`config.mk`:
```
export PLATFORM = sky130hd
export DESIGN_NAME = mult_add_sum_unit
export DESIGN_NICKNAME = d
export VERILOG_FILES = /design/src/rtl/mas_pkg.sv /design/src/rtl/mas_ctrl.sv /design/src/rtl/mas_datapath.sv /design/src/rtl/mult_add_sum_unit.sv
export SDC_FILE = /design/constraint.sdc
export NUM_CORES = 2
export LEC_CHECK = 0
export ABC_CLOCK_PERIOD_IN_PS = 9400
export BUFFER_PORTS_ARGS = -buffer_cell sky130_fd_sc_hd__buf_2
export CORE_MARGIN = 3
export CORE_UTILIZATION = 55
export CTS_CLUSTER_SIZE = 10
export DETAILED_ROUTE_END_ITERATION = 16
export PLACE_DENSITY = 0.74
export SYNTH_ARGS = -nofsm -noshare
export SYNTH_HDL_FRONTEND = slang
export SYNTH_SLANG_ARGS = --single-unit
export TNS_END_PERCENT = 20
```
`constraint.sdc`:
```
create_clock -name clk -period 9.4 [get_ports clk]
set_clock_uncertainty 0.15 [all_clocks]
set_input_delay 1.41 -clock clk [delete_from_list [all_inputs] [get_ports clk]]
set_output_delay 1.41 -clock clk [all_outputs]
set_load 0.005 [all_outputs]
```
`src/rtl/mas_pkg.sv`:
```
package mas_pkg;

  typedef enum logic [1:0] {
    LOG_AND  = 2'b00,
    LOG_OR   = 2'b01,
    LOG_XOR  = 2'b10,
    LOG_XNOR = 2'b11
  } logic_op_e;

  // controls that must travel in step with their operands
  typedef struct packed {
    logic      logicMode;
    logic_op_e logicSel;
    logic      negB;
    logic      negC;
    logic      sub0;
    logic      sub1;
  } op_ctrl_t;

  // strobes from the control to the datapath
  typedef struct packed {
    logic     ldIn;
    logic     ldPipe;
    logic     ldOut;
    op_ctrl_t aluCtrl;
  } strobe_t;

endpackage

```
`src/rtl/mas_ctrl.sv`:
```
module mas_ctrl
  import mas_pkg::*;
#(
  parameter bit USE_IN_REG   = 1'b1,
  parameter bit USE_PIPE_REG = 1'b1,
  parameter bit USE_OUT_REG  = 1'b1
) (
  input  logic     clk,
  input  logic     rstN,
  input  logic     validIn,
  input  op_ctrl_t ctrlIn,
  output strobe_t  strobes,
  output logic     validOut
);

  logic     inValid;
  logic     pipeValid;
  op_ctrl_t inCtrl;
  op_ctrl_t pipeCtrl;

  generate
    if (USE_IN_REG) begin : gInReg
      always_ff @(posedge clk or negedge rstN) begin
        if (!rstN) begin
          inValid <= 1'b0;
          inCtrl  <= '0;
        end else begin
          inValid <= validIn;
          if (validIn) inCtrl <= ctrlIn;
        end
      end
    end else begin : gInWire
      assign inValid = validIn;
      assign inCtrl  = ctrlIn;
    end

    if (USE_PIPE_REG) begin : gPipeReg
      always_ff @(posedge clk or negedge rstN) begin
        if (!rstN) begin
          pipeValid <= 1'b0;
          pipeCtrl  <= '0;
        end else begin
          pipeValid <= inValid;
          if (inValid) pipeCtrl <= inCtrl;
        end
      end
    end else begin : gPipeWire
      assign pipeValid = inValid;
      assign pipeCtrl  = inCtrl;
    end

    if (USE_OUT_REG) begin : gOutReg
      always_ff @(posedge clk or negedge rstN) begin
        if (!rstN) validOut <= 1'b0;
        else       validOut <= pipeValid;
      end
    end else begin : gOutWire
      assign validOut = pipeValid;
    end
  endgenerate

  assign strobes = '{ldIn: validIn, ldPipe: inValid, ldOut: pipeValid, aluCtrl: pipeCtrl};

endmodule

```
`src/rtl/mas_datapath.sv`:
```
module mas_datapath
  import mas_pkg::*;
#(
  parameter int DATA_W       = 18,
  parameter bit USE_IN_REG   = 1'b1,
  parameter bit USE_PIPE_REG = 1'b1,
  parameter bit USE_OUT_REG  = 1'b1,
  parameter bit ROUND_EN     = 1'b0,
  parameter int ROUND_BIT    = 4
) (
  input  logic                          clk,
  input  logic                          rstN,
  input  strobe_t                       strobes,
  input  logic [1:0][3:0][DATA_W-1:0]   opsIn,
  input  logic [DATA_W-1:0]             addendIn,
  output logic [2*DATA_W+1:0]           result,
  output logic                          eqZeroFlag,
  output logic                          rangeFlag
);

  localparam int PROD_W = 2 * DATA_W;
  localparam int RES_W  = PROD_W + 2;

  logic [1:0][3:0][DATA_W-1:0] opsQ;
  logic [DATA_W-1:0]           addQ1;
  logic [DATA_W-1:0]           addQ2;
  logic [1:0][1:0][PROD_W-1:0] prodD;
  logic [1:0][1:0][PROD_W-1:0] prodQ;
  logic signed [RES_W-1:0]     sliceSum [2];
  logic signed [RES_W-1:0]     opB;
  logic signed [RES_W-1:0]     opC;
  logic signed [RES_W-1:0]     termB;
  logic signed [RES_W-1:0]     termC;
  logic [RES_W-1:0]            aluRes;
  logic [RES_W-1:0]            finalRes;
  logic                        nextZero;
  logic                        nextRange;

  // stage 1: operand registers
  generate
    if (USE_IN_REG) begin : gInReg
      always_ff @(posedge clk or negedge rstN) begin
        if (!rstN) begin
          opsQ  <= '0;
          addQ1 <= '0;
        end else if (strobes.ldIn) begin
          opsQ  <= opsIn;
          addQ1 <= addendIn;
        end
      end
    end else begin : gInWire
      assign opsQ  = opsIn;
      assign addQ1 = addendIn;
    end
  endgenerate

  // multipliers: product 0 = A*B, product 1 = C*D, per slice
  generate
    for (genvar s = 0; s < 2; s++) begin : gSliceMul
      for (genvar k = 0; k < 2; k++) begin : gMul
        assign prodD[s][k] = PROD_W'($signed(opsQ[s][2*k])) * PROD_W'($signed(opsQ[s][2*k+1]));
      end
    end
  endgenerate

  // stage 2: pipeline registers after the multipliers
  generate
    if (USE_PIPE_REG) begin : gPipeReg
      always_ff @(posedge clk or negedge rstN) begin
        if (!rstN) begin
          prodQ <= '0;
          addQ2 <= '0;
        end else if (strobes.ldPipe) begin
          prodQ <= prodD;
          addQ2 <= addQ1;
        end
      end
    end else begin : gPipeWire
      assign prodQ = prodD;
      assign addQ2 = addQ1;
    end
  endgenerate

  // slice add/subtract
  generate
    for (genvar s = 0; s < 2; s++) begin : gSliceSum
      logic subBit;
      if (s == 0) begin : gSub0
        assign subBit = strobes.aluCtrl.sub0;
      end else begin : gSub1
        assign subBit = strobes.aluCtrl.sub1;
      end
      assign sliceSum[s] = subBit
        ? RES_W'($signed(prodQ[s][0])) - RES_W'($signed(prodQ[s][1]))
        : RES_W'($signed(prodQ[s][0])) + RES_W'($signed(prodQ[s][1]));
    end
  endgenerate

  // cascade ALU: A +/- B +/- C, or bitwise logic on B and C
  assign opB = sliceSum[1];
  assign opC = RES_W'($signed(addQ2));

  always_comb begin
    termB = strobes.aluCtrl.negB ? -opB : opB;
    termC = strobes.aluCtrl.negC ? -opC : opC;
    if (strobes.aluCtrl.logicMode) begin
      unique case (strobes.aluCtrl.logicSel)
        LOG_AND:  aluRes = opB & opC;
        LOG_OR:   aluRes = opB | opC;
        LOG_XOR:  aluRes = opB ^ opC;
        default:  aluRes = ~(opB ^ opC);
      endcase
    end else begin
      aluRes = sliceSum[0] + termB + termC;
    end
  end

  // optional round-half-up at ROUND_BIT
  generate
    if (ROUND_EN) begin : gRound
      localparam logic [RES_W-1:0] HALF_LSB = RES_W'(1) << (ROUND_BIT - 1);
      localparam logic [RES_W-1:0] KEEP_MSK = ~((RES_W'(1) << ROUND_BIT) - RES_W'(1));
      assign finalRes = (aluRes + HALF_LSB) & KEEP_MSK;
    end else begin : gNoRound
      assign finalRes = aluRes;
    end
  endgenerate

  assign nextZero  = (finalRes == '0);
  assign nextRange = !((&finalRes[RES_W-1:PROD_W-1]) || !(|finalRes[RES_W-1:PROD_W-1]));

  // stage 3: output and flag registers
  generate
    if (USE_OUT_REG) begin : gOutReg
      always_ff @(posedge clk or negedge rstN) begin
        if (!rstN) begin
          result     <= '0;
          eqZeroFlag <= 1'b0;
          rangeFlag  <= 1'b0;
        end else if (strobes.ldOut) begin
          result     <= finalRes;
          eqZeroFlag <= nextZero;
          rangeFlag  <= nextRange;
        end
      end
    end else begin : gOutWire
      assign result     = finalRes;
      assign eqZeroFlag = nextZero;
      assign rangeFlag  = nextRange;
    end
  endgenerate

endmodule

```
`src/rtl/mult_add_sum_unit.sv`:
```
module mult_add_sum_unit
  import mas_pkg::*;
#(
  parameter int DATA_W       = 18,
  parameter bit USE_IN_REG   = 1'b1,
  parameter bit USE_PIPE_REG = 1'b1,
  parameter bit USE_OUT_REG  = 1'b1,
  parameter bit ROUND_EN     = 1'b0,
  parameter int ROUND_BIT    = 4
) (
  input  logic                clk,
  input  logic                rstN,
  input  logic                validIn,
  input  logic [DATA_W-1:0]   s0MulA,
  input  logic [DATA_W-1:0]   s0MulB,
  input  logic [DATA_W-1:0]   s0MulC,
  input  logic [DATA_W-1:0]   s0MulD,
  input  logic                s0Sub,
  input  logic [DATA_W-1:0]   s1MulA,
  input  logic [DATA_W-1:0]   s1MulB,
  input  logic [DATA_W-1:0]   s1MulC,
  input  logic [DATA_W-1:0]   s1MulD,
  input  logic                s1Sub,
  input  logic [DATA_W-1:0]   addendIn,
  input  logic                logicMode,
  input  logic [1:0]          logicSel,
  input  logic                negB,
  input  logic                negC,
  output logic                validOut,
  output logic [2*DATA_W+1:0] result,
  output logic                eqZeroFlag,
  output logic                rangeFlag
);

  logic [1:0][3:0][DATA_W-1:0] opsPacked;
  op_ctrl_t                    ctrlIn;
  strobe_t                     strobes;

  assign opsPacked[0] = {s0MulD, s0MulC, s0MulB, s0MulA};
  assign opsPacked[1] = {s1MulD, s1MulC, s1MulB, s1MulA};

  assign ctrlIn = '{logicMode: logicMode, logicSel: logic_op_e'(logicSel),
                    negB: negB, negC: negC, sub0: s0Sub, sub1: s1Sub};

  mas_ctrl #(
    .USE_IN_REG  (USE_IN_REG),
    .USE_PIPE_REG(USE_PIPE_REG),
    .USE_OUT_REG (USE_OUT_REG)
  ) uCtrl (
    .clk     (clk),
    .rstN    (rstN),
    .validIn (validIn),
    .ctrlIn  (ctrlIn),
    .strobes (strobes),
    .validOut(validOut)
  );

  mas_datapath #(
    .DATA_W      (DATA_W),
    .USE_IN_REG  (USE_IN_REG),
    .USE_PIPE_REG(USE_PIPE_REG),
    .USE_OUT_REG (USE_OUT_REG),
    .ROUND_EN    (ROUND_EN),
    .ROUND_BIT   (ROUND_BIT)
  ) uPath (
    .clk       (clk),
    .rstN      (rstN),
    .strobes   (strobes),
    .opsIn     (opsPacked),
    .addendIn  (addendIn),
    .result    (result),
    .eqZeroFlag(eqZeroFlag),
    .rangeFlag (rangeFlag)
  );

endmodule

```
==> qor.yml <==
status:
  outcome: "complete, no violations"
sta:
  setup_viol: 0
  slew_headroom_pct: 18.9
  fmax_mhz: 115
  hold_viol: 0
  fin_crit_sh_pct: 92.7
  grt_setup_unrepaired: "false"
  tns_ps: 0
  period_needed_ps: 8720
  tightest_slew_ps: 1210
  slew_violations: 0
logic_synthesis:
  synth-edff-count: 0
  synthCells: 7793
  synth.most_common_cell: "inv_1"
  syn_area_sq_um: 72500
  syn-num-nets: 9878
  synth_common_cells: "inv_1, fa_1, nand2_1"
  ys_warn_count: 0
  yosysTopAreaCellShare_pct: 37.4
  syn_area_per_cell_sq_um: 9.31
  ys_dominant_reg_cell: "dfrtp_1"
  ys_seq_area_share_pct: 13.1
  synthArstFlopShare_pct: 100
  synth_area_leaders: "fa_1, dfrtp_1, ha_1"
  ys_ff_latch: 381
  yosysTopAreaCell: "fa_1"
  synthDistinctLibCells: 91
routing:
  detail-route-antenna-nets: 0
  wl_per_cell_um: 18.9
  vias: 52826
  drcViolationCount: 0
  drt_iter0_drc: 3345
  totalWireLength_um: 179000
  dr.pass1.iters: 6
  drt-vias-per-instance: 5.55
floorplan:
  initial_core_util_pct: 55.7
  dieArea_sq_um: 136000
  core_area_sq_um: 130000
  die_h_um: 369
  rows: 132
  fp.dieW_um: 369
  io_pins: 213
critical_path:
  crit_buf_inv: 2
  critPathSlowestCell: "or4_1"
  critical_path.max_fanout: 11
  required_ps: 9820
  crit_family: "compound AO/OA/AOI/OAI gates"
  arrival_ps: 9130
  start_kind: "register"
  cp_slowest_stage_delay_ps: 560
  cp-end-kind: "register"
  critPathKind: "register to register"
  cp_common_cell: "a21o_1"
clocking:
  cts_setup_buffers: 0
  numCtsBuffers: 51
  cts_sinks: 381
  cts_tree: "yes"
  cts_resized: 0
  htree_levels: 2
  cts_hold_buf: 0
  clk_latency_ps: 670
  cts.path.max_buffers: 3
  clockRootBuffer: "clkbuf_16"
  clkSlewWorstSetupHoldPaths_ps: 60
placed_design:
  routabilityCongestion: 0.919
  hpwl_um: 143000
  io_buffers: 212
grt:
  overflow: 0
  grt_pass1_vias: 56496
  grt_start_max_net_pins: 142
  grt_antenna_before_repair: 3
  grt_usage_pct: 27.2
  grt_pass1_wl_um: 296000
hold_path:
  hold_class: "register to register"
finish:
  syn2layout_area_growth_pct: 5.55
  fin_nets: 9819
  drive_above_1_share_pct: 8.42
job:
  maxCapViolations: 0
layer usage:
layer / track usage (%) / share of wire [%] / wire, um
met2: 46.8 / 50 / 89500
met5: 0 / 0 / 0
met1: 34.7 / 39 / 70900
met4: 11.2 / 4.6 / 8270
met3: 3.78 / 6.0 / 10800
cell usage in the layout, fill, tap and decap left out, drive strengths merged, types with 10 or more instances in the layout:
master,Yosys,final
nand3,45,45
or3,34,34
nand2b,95,95
o211ai,27,27
nor2b,37,37
a21boi,15,15
o31ai,26,26
o21bai,23,23
mux2i,12,12
fa,1356,1356
buf,36,258
and2,459,459
nor3,65,65
mux2,275,275
and3,23,23
a21oi,230,230
ha,557,557
nand2,1033,1033
nor4,13,13
a211o,11,11
clkbuf,335,77
nor2,267,267
or2,10,10
xor2,98,98
a21o,81,81
a31oi,34,34
inv,1497,1501
dfrtp,381,381
o21a,32,32
or4,17,17
xnor2,283,283
nand4,15,15
o21ai,237,237
a211oi,25,25
worst register-to-register path: cells and delay by family (launching register included):
family                   cells  cell delay [ps]
AO/OA/AOI/OAI               16             3020
XOR/XNOR                     2              260
adder cells (fa/ha/maj)      3             1140
buffers and inverters        2               80
flip-flops                   1              420
multiplexers                 2              610
AND/OR/NAND/NOR              9             2930
worst paths after layout:
check / cells after the start / endpoint / start / slack, ps
setup / recovery: 34 / uPath.rangeFlag / uPath.prodQ[114] / 680
hold / removal: 2 / uPath.addQ2[1] / uPath.addQ1[1] / 330
setup reg to reg: 34 / uPath.rangeFlag / uPath.prodQ[114] / 680
hold reg to reg: 2 / uPath.addQ2[1] / uPath.addQ1[1] / 330
max in group asynchronous: 3 / uCtrl.inValid / rstN / 6640
min in group asynchronous: 1 / uPath.opsQ[98] / rstN / 530
registers in the layout, indices dropped and copies added, names as in the netlist:
signal,flops
uCtrl.inValid,1
uPath.eqZeroFlag,1
uPath.rangeFlag,1
uPath.result,38
uPath.addQ1,18
uCtrl.inCtrl,7
uCtrl.strobes,7
uPath.opsQ,144
uCtrl.pipeValid,1
uCtrl.validOut,1
uPath.addQ2,18
uPath.prodQ,144
final cells by class:
type,count,area (sq um)
inverters,1497,5620
flip-flops and latches,381,9550
fillers,11238,53600
clock buffers,76,1490
repair buffers,259,1470
well taps,1742,2180
diodes,2,5.00
multi-input cells,5544,56000
clock inverters,14,238
logic make-up (layout without fill, tap and decap cells):
group / count (synthesis) / after routing / synth area share [%]
and+or+nand+nor: 2144 / 2144 / 14.0
adders and majority gates: 1913 / 1913 / 47.0
buffers and inverters: 1868 / 1846 / 9.67
AOI/OAI and AO/OA: 818 / 818 / 7.10
xor gates and xnor gates: 382 / 382 / 4.64
DFF: 381 / 381 / 13.1
muxes: 287 / 287 / 4.44
other: 0 / 2 / 0
stage by stage:
step                hold WS (ps)  instances  cell area, sq um  worst slack [ps]  utilization (%)
detailed placement           324       9423             74800               566             57.5
global route                 354       9513             76500              15.8             58.8
CTS                          338       9513             76500               536             58.8
floorplan                    202       7793             72500              1390                -
global placement             318       9423             74800               632             57.5
finish                       332       9515             76500               684             58.8
Power is not shown: default switching activity piles up to over one toggle a cycle in this logic, so the estimate is an artifact.
